$ cat src/rtl/spi_user_bridge.sv
module spi_user_bridge #(
  parameter int NUM_CS = 3,
  parameter int IDX_W  = (NUM_CS > 1) ? $clog2(NUM_CS + 1) : 1
) (
  input  logic              clk,
  input  logic              rst_n,
  input  logic              cfg_we,
  input  logic [IDX_W-1:0]  cfg_idx,
  input  logic [31:0]       cfg_wdata,
  output logic [31:0]       cfg_rdata,
  input  logic              win_req,
  input  logic              win_we,
  input  logic              win_word,
  input  logic [IDX_W-1:0]  win_idx,
  input  logic [31:0]       win_wdata,
  output logic [31:0]       win_rdata,
  output logic              win_ready,
  output logic              sck,
  output logic [NUM_CS-1:0] cs_n,
  output logic [1:0]        sdo,
  output logic [1:0]        sdo_oe,
  input  logic [1:0]        sdi
);

  localparam logic [1:0] MODE_PASS = 2'd3;
  localparam logic [2:0] IO_DUAL_D = 3'b010;
  localparam logic [2:0] IO_DUAL_AD = 3'b011;

  logic [NUM_CS-1:0][1:0] mode_q;
  logic [NUM_CS-1:0]      stop_q;
  logic [NUM_CS-1:0][3:0] clk_q;
  logic [NUM_CS-1:0][2:0] io_q;
  logic [NUM_CS-1:0]      started_q;
  logic [NUM_CS-1:0]      act;

  logic             busy_q, ready_q, sck_q, we_q, dual_q;
  logic [3:0]       cnt_q;
  logic [2:0]       beat_q;
  logic [1:0]       bleft_q, bidx_q;
  logic [IDX_W-1:0] cur_q;
  logic [31:0]      wbuf_q, rdata_q;
  logic [7:0]       sr_q, in_q;

  function automatic logic [3:0] half_m1(input logic [3:0] c);
    logic [4:0] d;
    d = c[3] ? (5'd31 - {c, 1'b0}) : (5'd16 - {c, 1'b0});
    return 4'(d - 5'd1);
  endfunction

  function automatic logic dual_for(input logic [2:0] io, input logic we, input logic started);
    return we ? (io == IO_DUAL_AD && started) : (io == IO_DUAL_D || io == IO_DUAL_AD);
  endfunction

  for (genvar g = 0; g < NUM_CS; g++) begin : g_sel
    assign act[g] = (mode_q[g] == MODE_PASS) && !stop_q[g];
  end
  assign cs_n = ~act;

  wire idx_ok  = win_idx < IDX_W'(NUM_CS);
  wire sel_act = idx_ok && act[win_idx];
  wire acc     = win_req && !busy_q && !ready_q;
  wire cfg_ok  = cfg_we && !busy_q && !acc && (cfg_idx < IDX_W'(NUM_CS));
  wire acc_dual = dual_for(io_q[win_idx], win_we, started_q[win_idx]);
  wire nxt_dual = dual_for(io_q[cur_q], we_q, 1'b1);

  always_comb begin
    cfg_rdata = '0;
    if (cfg_idx < IDX_W'(NUM_CS))
      cfg_rdata = {1'b0, io_q[cfg_idx], 16'b0, clk_q[cfg_idx], 5'b0, stop_q[cfg_idx], mode_q[cfg_idx]};
  end

  always_ff @(posedge clk or negedge rst_n) begin
    if (!rst_n) begin
      mode_q <= '0; stop_q <= '1; clk_q <= '0; io_q <= '0; started_q <= '0;
      busy_q <= 1'b0; ready_q <= 1'b0; sck_q <= 1'b0; we_q <= 1'b0; dual_q <= 1'b0;
      cnt_q <= '0; beat_q <= '0; bleft_q <= '0; bidx_q <= '0; cur_q <= '0;
      wbuf_q <= '0; rdata_q <= '0; sr_q <= '0; in_q <= '0;
    end else begin
      ready_q <= 1'b0;
      for (int i = 0; i < NUM_CS; i++)
        if (!act[i]) started_q[i] <= 1'b0;
      if (cfg_ok) begin
        mode_q[cfg_idx] <= cfg_wdata[1:0];
        stop_q[cfg_idx] <= cfg_wdata[2];
        clk_q[cfg_idx]  <= cfg_wdata[11:8];
        io_q[cfg_idx]   <= cfg_wdata[30:28];
      end
      if (acc) begin
        cur_q   <= win_idx;
        we_q    <= win_we;
        rdata_q <= sel_act ? '0 : '1;
        if (!sel_act) begin
          ready_q <= 1'b1;
        end else begin
          busy_q  <= 1'b1;
          wbuf_q  <= win_wdata;
          bleft_q <= win_word ? 2'd3 : 2'd0;
          bidx_q  <= '0;
          dual_q  <= acc_dual;
          beat_q  <= acc_dual ? 3'd3 : 3'd7;
          sr_q    <= win_we ? win_wdata[7:0] : 8'hFF;
          in_q    <= '0;
          sck_q   <= 1'b0;
          cnt_q   <= half_m1(clk_q[win_idx]);
        end
      end else if (busy_q) begin
        if (cnt_q != 4'd0) begin
          cnt_q <= cnt_q - 4'd1;
        end else begin
          cnt_q <= half_m1(clk_q[cur_q]);
          if (!sck_q) begin
            sck_q <= 1'b1;
            in_q  <= dual_q ? {in_q[5:0], sdi} : {in_q[6:0], sdi[1]};
          end else begin
            sck_q <= 1'b0;
            if (beat_q != 3'd0) begin
              beat_q <= beat_q - 3'd1;
              sr_q   <= dual_q ? {sr_q[5:0], 2'b00} : {sr_q[6:0], 1'b0};
            end else begin
              started_q[cur_q] <= 1'b1;
              if (!we_q) rdata_q[{bidx_q, 3'b000} +: 8] <= in_q;
              if (bleft_q != 2'd0) begin
                bleft_q <= bleft_q - 2'd1;
                bidx_q  <= bidx_q + 2'd1;
                wbuf_q  <= wbuf_q >> 8;
                sr_q    <= we_q ? wbuf_q[15:8] : 8'hFF;
                dual_q  <= nxt_dual;
                beat_q  <= nxt_dual ? 3'd3 : 3'd7;
              end else begin
                busy_q  <= 1'b0;
                ready_q <= 1'b1;
              end
            end
          end
        end
      end
    end
  end

  assign sck       = sck_q;
  assign win_ready = ready_q;
  assign win_rdata = rdata_q;
  assign sdo    = !busy_q ? 2'b00 : (dual_q && we_q) ? sr_q[7:6] : {1'b0, sr_q[7]};
  assign sdo_oe = !busy_q ? 2'b00 : dual_q ? (we_q ? 2'b11 : 2'b00) : 2'b01;

  assert_ready_pulse_R10: assert property (@(posedge clk) disable iff (!rst_n)
    ready_q |=> !ready_q);
  assert_idle_sck_low_R4: assert property (@(posedge clk) disable iff (!rst_n)
    !busy_q |-> !sck_q);
  assert_inactive_ones_R4: assert property (@(posedge clk) disable iff (!rst_n)
    (acc && !sel_act) |=> (ready_q && win_rdata == 32'hFFFF_FFFF && !busy_q));
  assert_cs_held_R3: assert property (@(posedge clk) disable iff (!rst_n)
    busy_q |-> !cs_n[cur_q]);
  assert_cfg_frozen_R11: assert property (@(posedge clk) disable iff (!rst_n)
    busy_q |=> ($stable(mode_q) && $stable(stop_q) && $stable(clk_q) && $stable(io_q)));
  assert_mosi_on_fall_R12: assert property (@(posedge clk) disable iff (!rst_n)
    (busy_q && $past(busy_q) && !$fell(sck_q)) |-> $stable(sdo));
  assert_half_period_R7: assert property (@(posedge clk) disable iff (!rst_n)
    (busy_q && cnt_q != 4'd0) |=> $stable(sck_q));

endmodule

$ cat config.mk
export PLATFORM = sky130hd
export DESIGN_NAME = spi_user_bridge
export DESIGN_NICKNAME = d
export VERILOG_FILES = /design/src/rtl/spi_user_bridge.sv
export SDC_FILE = /design/constraint.sdc
export NUM_CORES = 1
export LEC_CHECK = 0
export ABC_AREA = 0
export BUFFER_PORTS_ARGS = -buffer_cell sky130_fd_sc_hd__buf_2
export CAP_MARGIN = 20
export CELL_PAD_IN_SITES_DETAIL_PLACEMENT = 0
export CELL_PAD_IN_SITES_GLOBAL_PLACEMENT = 1
export CORE_MARGIN = 3
export CORE_UTILIZATION = 43
export CTS_BUF_LIST = sky130_fd_sc_hd__clkbuf_4 sky130_fd_sc_hd__clkbuf_8
export DETAILED_ROUTE_END_ITERATION = 10
export PLACE_DENSITY = 0.81
export SYNTH_ARGS = -nofsm -noshare
export SYNTH_HDL_FRONTEND = slang
export SYNTH_SLANG_ARGS = --single-unit
$ cat constraint.sdc
create_clock -name clk -period 3.1 [get_ports clk]
set_input_delay 0.465 -clock clk [delete_from_list [all_inputs] [get_ports clk]]
set_output_delay 0.465 -clock clk [all_outputs]
set_load 0.03 [all_outputs]
* Word-level counts from Yosys, hierarchy flattened
Index checks and enable logic that the tools add are counted.
** Word-level totals
- Register bits :: 131
- Input bits :: 76
- Word-level logic and storage cells :: 230
** Cells by class
- Add/sub/neg operators :: 11
- Order comparisons :: 7
- Equality and inequality tests :: 12
- Shift operators :: 2
- Muxes and demuxes :: 137
- Bitwise logic cells :: 2
- Reduce and logical (&&, ||, !) cells :: 34
** Operator list (count)
- $mux 32 :: 14
- $mux 8 :: 16
- $mux 3 :: 18
- $mux 2 :: 22
- $mux 4 :: 10
- $mux 1 :: 36
- $bwmux 32 :: 1
- $shift 8x7->32 const A :: 1
- $shiftx 8x7->32 :: 1
- $mux 31 :: 1
- $bmux 4 s2 :: 3
- $bmux 3 s2 :: 3
- $logic_and 1x1->1 :: 13
- $bwmux 12 :: 1
- $eq 3x2->1 const B :: 4
- $sub 4x1->4 const B :: 3
- $reduce_and 5->1 :: 2
- $bwmux 9 :: 1
- $lt 2x3->1 const B :: 3
- $demux 4 s2 :: 1
- $reduce_bool 2->1 :: 4
- $sub 1x4->4 const A :: 2
- $sub 4x4->4 const A :: 2
- $neg 5->7 :: 1
- other kinds (25) :: 42

* Depth between registers and ports, before layout
Gate-level depths: netlist (run 1).
- Depth in word-level cells :: 12
- Mapped depth :: 11

* Least setup slack after synthesis (run 1)
No wires, ideal clock.
- Path type :: register -> output
- From :: register dual_q
- To :: output port sdo[0]
- Arrival :: 1.971 ns
- Data required time :: 2.635 ns
- Setup slack :: 0.664 ns
- Cell stages (with the launch flop) :: 5
- Buffers on the path :: 2
- Cells stage by stage :: dfrtp_1 -> buf_1 -> buf_1 -> nand3_1 -> a21boi_0
** Between the ends
- Longest elaborated chain between the ends :: 3
** RTL lines
- start, declared :: RTL line 36 : logic busy_q, ready_q, sck_q, we_q, dual_q;
- start signal, assigned :: RTL line 99 : dual_q <= acc_dual;
- start signal, assigned :: RTL line 127 : dual_q <= nxt_dual;
- $logic_and 1x1->1 :: RTL line 143 : assign sdo = !busy_q ? 2'b00 : (dual_q && we_q) ? sr_q[7:6] : {1'b0, sr_q[7]};
- $mux 2 (2 in series) :: RTL line 143
- end, declared :: RTL line 20 : output logic [1:0] sdo,
No other way between the ends.

* Final worst setup path (run 1)
- From :: register cur_q[0]
- To :: register cnt_q[3]
** Between the ends
- Longest elaborated chain between the ends :: 8
** RTL lines
- start, declared :: RTL line 40 : logic [IDX_W-1:0] cur_q;
- start signal, assigned :: RTL line 89 : cur_q <= win_idx;
- $bmux 4 s2 * :: RTL line 110 : cnt_q <= half_m1(clk_q[cur_q]);
- $mux 4 (implied by the code) * :: RTL line 110
- $sub 1x4->4 or $sub 4x4->4 (tied branches) :: RTL line 46 : d = c[3] ? (5'd31 - {c, 1'b0}) : (5'd16 - {c, 1'b0});
- $mux 4 * :: RTL line 46
- $sub 4x1->4 * :: RTL line 47 : return 4'(d - 5'd1);
- $mux 4 * :: RTL line 107 : if (cnt_q != 4'd0) begin
- $mux 4 * :: RTL line 106 : end else if (busy_q) begin
- $mux 4 * :: RTL line 88 : if (acc) begin
- end signal, assigned :: RTL line 104 : cnt_q <= half_m1(clk_q[win_idx]);
- end signal, assigned :: RTL line 108 : cnt_q <= cnt_q - 4'd1;
- end signal, assigned :: RTL line 110
- end, declared :: RTL line 37 : logic [3:0] cnt_q;
Mark *: on every way between the ends. The rest lies on a longest branch, timed or not. The select of a mux whose other input is x is not followed.
A chain may end at the register's enable or synchronous reset.

==> run_results.csv, run 1 <==
group,metric,value,unit
run_status,status,"finished clean",
worst_setup_path,crit_family,"compound AO/OA/AOI/OAI gates",
timing,maxSlewViolCount,0,
die,ios,149,
cells_and_area,fin_area,0.00763,mm²
cells_and_area,drive_above_1_share,26.4,%
global_route,grt_pass1_vias,4860,
synth,syn_inst,673,
timing,rsz0062_at_grt,"false",
synth,synth_commonest_cells,"128 x nand2_1, 120 x dfrtp_1, 65 x o21ai_1",
synth,ys_seq_area_share,46.9,%
routing,wirelength,14800,µm
cts,clk_latency,0.44,ns
place,hpwl,10800,µm
global_route,grt_pass1_wl,24300,µm
worst_setup_path,crit_path_max_incr_delay,0.56,ns
die,die_x,130,µm
synth,synth.ff_latch_count,123,
worst_setup_path,cp-start-kind,"register",
cells_and_area,synthToLayoutAreaGrowth,16.2,%
pwr,p_sw,3.10,mW
cts,cts_buffers,17,
die,core-area,0.0148,mm²
timing,max_slew_margin,37.2,%
worst_setup_path,crit_slowest_cell,"dfrtp_1",
timing,final-setup-viol-count,0,
cts,clock_path_buffers,2,
die,fp.dieH,130,µm
global_route,met2_usage,29.0,%
synth,synthArstFlopShare,100,%
timing,tns,0,ns
synth,synth_edf_count,0,
pwr,sw_frac_of_total,41.6,%
timing,hold_viol,0,
worst_setup_path,rr_startpoint,"cur_q[0]",
pwr,power.leakage,3.46,nW
global_route,use_met1,24.6,%
worst_setup_path,cp_data_arrival_time,3.05,ns
global_route,antenna_found_initial,0,
pwr,pwr-share-seq,38.6,%
die,die-area,0.0168,mm²
worst_setup_path,end_kind,"register",
routing,remaining_drc_errors,0,
synth,synth_top_area_share,45.7,%
routing,vias,4975,
worst_setup_path,required,3.42,ns
synth,yosysMostFrequentCell,"nand2_1",
synth,synth_ff_type,"dfrtp_1",
cells_and_area,antenna_cells,0,
pwr,ir_drop,0.592,mV
worst_setup_path,cp_max_fo,12,
timing,worst_slew_pin_slew,0.939,ns
job,cap_violations,0,
hold_path,hold_path_class,"input pin to register",
cts,clk_pin_slew,0.07,ns
pwr,p_per_area,975,mW/mm²
cells_and_area,nNetsFinal,857,
timing,fmax,366,MHz
routing,drt_iter0_drc,304,
timing,finalCritPeriodShare,88.0,%
worst_setup_path,critical_path_class,"register to register",
cts,post_cts_buffers,0,
routing,ant_nets,0,
worst_setup_path,critPathLaunch,"cur_q[0]",
routing,drt_pass1_iterations,4,
routing,vias_per_cell,5.14,
synth,yosysUniqueCellTypes,65,
place,place.gp.congestion,0.801,
worst_setup_path,cp.buffers_inverters,1,
routing,wire_per_inst,15.3,µm
global_route,grt_max_degree,69,
global_route,grt_overflow,0,
hold_path,hold_start,"win_wdata[27]",
global_route,grt.met3_usage,5.11,%
die,start_util,44.5,%
cts,h-tree-depth,4,
global_route,busiest_layer,"met2",
synth,synthesis.area,0.00657,mm²
pwr,intPower,4.34,mW
timing,min_period,2.73,ns
pwr,combPwrFrac,40.4,%
synth,yosysTopAreaCell,"dfrtp_1",
synth,ys_warn_count,0,
timing,skew,0.00936,ns
place,io_buffers,104,
cts,clock_sinks,123,
worst_setup_path,crit_chain,"and2b_4, o2bb2ai_1, inv_1, ha_1, o41ai_1, a211oi_2, a211o_1, xnor2_1, mux2_2",
synth,avgSynthCellArea,9.76,µm²
synth,yosys-top-cells-area,"dfrtp_1 46%, mux2i_1 7.6%, nand2_1 7.3%",
global_route,globalRouteTotalUtil,18.3,%
cts,cts_tree,"yes",
die,rows,44,
place,placed_cell_area,0.00718,mm²
cts,cts_root_buf,"clkbuf_8",
pwr,clkPwrFrac,21.0,%
cells_and_area,fillers,1402,
==> kinds of logic (layout without fill, tap and decap cells) <==
logic type                 count (synthesis)  in the layout  synth area share [%]
and+or+nand+nor                          185            185                  13.8
AOI/OAI and AO/OA                        188            188                  16.7
buffers and inverters                     77            167                  6.51
muxes                                     83             83                  13.3
other                                      1             22                0.0571
DFF                                      123            123                  46.9
xor gates and xnor gates                   6              6                 0.800
adders and majority gates                 10             10                  1.90
==> cells in the final DEF, fill, tap and decap left out, drive strengths merged, types with 4 or more instances in the layout <==
cell and count:
inv 16, nand2 128, dfrtp 120, nand3b 13
mux2 32, o31a 6, xnor2 4, clkbuf 18
mux2i 51, ha 10, a21oi 48, nor4b 4
bufinv 4, nor2b 6, conb 22, nor2 8
nand3 5, o21ai 103, buf 119, clkinvlp 7
nand2b 5
==> worst register-to-register path, stage by stage (launching register included) <==
cell and delay, ns:
dfrtp_1 0.56, and2b_4 0.37, o2bb2ai_1 0.15, inv_1 0.07, ha_1 0.28, o41ai_1 0.42
a211oi_2 0.11, a211o_1 0.28, xnor2_1 0.12, mux2_2 0.25
==> power by group through the flow <==
stage	Combinational [mW]	Clock [mW]	Sequential (mW)
6_report	3.01	1.56	2.87
5_1_grt	3.34	1.68	2.98
4_1_cts	3.03	1.60	2.88
3_5_place_dp	3.02	0	2.91
3_3_place_gp	2.94	0	2.87
2_1_floorplan	2.02	0	3.06
==> area by class of cell <==
class,instances,area (µm²),share of cell area (%)
well taps,184,230,3.02
multi-input cells,494,3160,41.4
flip-flops and latches,123,3080,40.4
clock inverters,14,195,2.56
clock buffers,18,248,3.25
inverters,15,56.3,0.738
repair buffers,120,658,8.62
==> timing repair <==
action | 4_1_cts | 5_1_grt
hold buffers | 1 | 0
gates resized for setup | 0 | 0
endpoints found under the hold margin | 20 | 0
==> flip-flops by register name, indices dropped and copies added, names as in the netlist, 2 cells and up <==
name	cells
bidx_q	2
mode_q	6
io_q	9
stop_q	3
wbuf_q	24
cnt_q	4
started_q	3
clk_q	12
win_rdata	32
in_q	8
bleft_q	2
beat_q	3
cur_q	2
sr_q	8
==> routing by layer <==
metal,vias to the layer above,part of all wire (%)
met5,-,0
met1,2334,46
met4,0,1.2
met2,121,48
li1,2503,-
met3,17,5.0
==> stage by stage <==
stage	setup slack [ns]	hold slack (ns)	instances	utilization (%)	power (mW)
finish	0.371	0.252	968	51.7	7.44
global route	0.130	0.224	968	51.7	8.00
CTS	0.360	0.221	968	51.7	7.52
detailed placement	0.392	0.380	935	48.7	5.93
global placement	0.429	0.380	935	48.7	5.80
floorplan	0.664	0.169	694	-	5.08
==> worst paths after layout <==
path	slack (ns)	cells after the start	to
worst max-delay path	0.37	9	cnt_q[3]
worst min-delay path	0.25	3	wbuf_q[27]
worst max register to register	0.37	9	cnt_q[3]
worst min register to register	0.48	2	win_rdata[16]
max in group asynchronous	1.85	3	stop_q[0]
min in group asynchronous	0.46	2	win_rdata[31]
Power figures use the tool's default switching activity.
==> run 2: changes to the inputs <==
--- a/config.mk
+++ b/config.mk
@@ -14,6 +14,7 @@
 export CORE_UTILIZATION = 43
 export CTS_BUF_LIST = sky130_fd_sc_hd__clkbuf_4 sky130_fd_sc_hd__clkbuf_8
 export DETAILED_ROUTE_END_ITERATION = 10
+export GPL_TIMING_DRIVEN = 0
 export PLACE_DENSITY = 0.81
 export SYNTH_ARGS = -nofsm -noshare
 export SYNTH_HDL_FRONTEND = slang
==> run 2 against run 1 <==
Fmax grew 3.6%. Sequential share of layout area shrank 1.1 points. Cell count grew 4.6%. Combinational power grew 4%. Worst hold slack gained 0.0065 ns. Core utilization grew 1.4 points. Wire length grew 6.6%. Critical endpoint is now sdo[0].
==> run_results.csv, run 2 (synthesis results as in run 1) <==
group,metric,value,unit
run_status,status,"finished clean",
cts,clk_pin_slew,0.07,ns
routing,drt_pass1_iterations,5,
timing,max_slew_margin,40.1,%
pwr,intPower,4.32,mW
timing,fmax,380,MHz
pwr,power.leakage,3.61,nW
timing,tns,0,ns
die,die-area,0.0168,mm²
global_route,grt_pass1_wl,26100,µm
pwr,p_per_area,949,mW/mm²
global_route,grt_max_degree,69,
global_route,antenna_found_initial,0,
cells_and_area,synthToLayoutAreaGrowth,19.4,%
hold_path,min_path_cells,3,
pwr,p_sw,3.12,mW
pwr,combPwrFrac,42.1,%
routing,vias,5220,
timing,min_period,2.63,ns
cells_and_area,drive_above_1_share,28.0,%
cts,cts_buffers,17,
worst_setup_path,cp_data_arrival_time,2.17,ns
cells_and_area,final_common_cell,"nand2_1",
routing,ant_nets,0,
worst_setup_path,critical_path_class,"register to primary output",
global_route,grt_pass1_vias,5156,
timing,hold_viol,0,
routing,wirelength,15800,µm
worst_setup_path,required,2.63,ns
timing,skew,0.00913,ns
job,cap_violations,0,
worst_setup_path,rr_startpoint,"cur_q[0]",
pwr,p_total,7.44,mW
worst_setup_path,r2r_cells,9,
cts,h-tree-depth,4,
place,io_buffers,102,
worst_setup_path,ff2ff_setup_slack,0.55,ns
cts,cts_tree,"yes",
pwr,clkPwrFrac,19.6,%
die,start_util,44.5,%
cells_and_area,largest_reg_flops,32,
global_route,met2_usage,31.5,%
routing,vias_per_cell,5.15,
place,hpwl,11800,µm
worst_setup_path,cp_max_fo,10,
routing,wire_per_inst,15.6,µm
routing,drt_iter0_drc,289,
routing,remaining_drc_errors,0,
cells_and_area,most-common-layout-cells,"128 x nand2_1, 120 x dfrtp_1, 113 x buf_2",
hold_path,hold_path_class,"input pin to register",
timing,finalCritPeriodShare,84.9,%
global_route,grt.met3_usage,4.91,%
timing,maxSlewViolCount,0,
worst_setup_path,end_kind,"primary output",
pwr,ir_drop,0.503,mV
die,die_x,130,µm
place,place.gp.congestion,0.864,
cells_and_area,antenna_cells,0,
cts,clk_latency,0.44,ns
cts,cts_root_buf,"clkbuf_8",
cts,clock_sinks,123,
global_route,grt_overflow,0,
timing,worst_slew_pin_slew,0.893,ns
global_route,busiest_layer,"met2",
die,core-area,0.0148,mm²
timing,rsz0062_at_grt,"false",
global_route,use_met1,27.0,%
pwr,sw_frac_of_total,41.9,%
cells_and_area,nNetsFinal,903,
die,fp.dieH,130,µm
timing,final-setup-viol-count,0,
die,rows,44,
worst_setup_path,r2r_end,"cnt_q[3]",
worst_setup_path,cp-start-kind,"register",
hold_path,min_to,"wbuf_q[26]",
global_route,globalRouteTotalUtil,19.7,%
cts,clock_path_buffers,2,
pwr,pwr-share-seq,38.2,%
die,ios,149,
hold_path,hold_start,"win_wdata[26]",
run 2: changes by cell type in the layout (fill, tap and decap cells not counted), moves of 2 or more:
cell,previous run,this run
buf_1,0,5
buf_2,103,113
buf_4,15,27
buf_6,0,4
clkbuf_1,0,14
clkinv_2,1,4
clkinvlp_4,7,5
run 2: stage by stage:
step | cell area, µm² | hold slack, ns | utilization, % | std cells | setup slack [ns]
after global placement | 7390 | 0.465 | 50.1 | 980 | 0.0551
after global routing | 7840 | 0.221 | 53.2 | 1013 | 0.199
after CTS | 7840 | 0.227 | 53.1 | 1013 | 0.187
after detailed placement | 7420 | 0.464 | 50.3 | 981 | 0.571
after floorplan | 6650 | 0.169 | - | 694 | 0.664
final | 7840 | 0.259 | 53.2 | 1013 | 0.467
run 2: worst max path at each step:
| stage | to | cells past startpoint | startpoint | slack (ns) |
|---|---|---|---|---|
| 6_report | sdo[0] | 5 | dual_q | 0.47 |
| 5_1_grt | sdo[0] | 5 | dual_q | 0.20 |
| 4_1_cts | sdo[0] | 5 | dual_q | 0.19 |
| 3_5_place_dp | cnt_q[3] | 9 | cur_q[0] | 0.57 |
| 3_3_place_gp | wbuf_q[28] | 1 | rst_n | 0.06 |
| 2_1_floorplan | sdo[0] | 4 | dual_q | 0.66 |
run 2: timing repair:
action | CTS | global route
resized for setup | 0 | 1
setup buffers | 0 | 0
endpoints found under the setup margin | 0 | 1
hold buffers | 1 | 0
endpoints found under the hold margin | 48 | 0
run 2: area by class of cell:
type	count	area [µm²]
clock buffers	19	262
flip-flops and latches	123	3080
well taps	184	230
clock inverters	12	148
fillers	1375	6910
repair buffers	104	554
plain buffers	62	373
inverters	15	56.3
multi-input cells	494	3140
run 2: metal layers:
| layer | routed length [µm] | up-vias |
|---|---|---|
| li1 | - | 2592 |
| met1 | 7500 | 2490 |
| met2 | 7470 | 131 |
| met3 | 711 | 7 |
| met4 | 115 | 0 |
| met5 | 0 | - |
run 2: critical path, cell delays in order (launching register included):
cell and delay [ns]:
dfrtp_1 0.37, buf_1 0.48, clkbuf_2 0.40, nand3_1 0.11, a21boi_0 0.15, buf_2 0.21
run 2: power by group through the flow:
stage / Sequential (mW) / Combinational (mW) / Clock, mW
CTS: 2.84 / 3.16 / 1.49
floorplan: 3.06 / 2.02 / 0
global placement: 2.82 / 3.08 / 0
finish: 2.84 / 3.14 / 1.46
detailed placement: 2.87 / 3.14 / 0
global route: 2.94 / 3.49 / 1.57
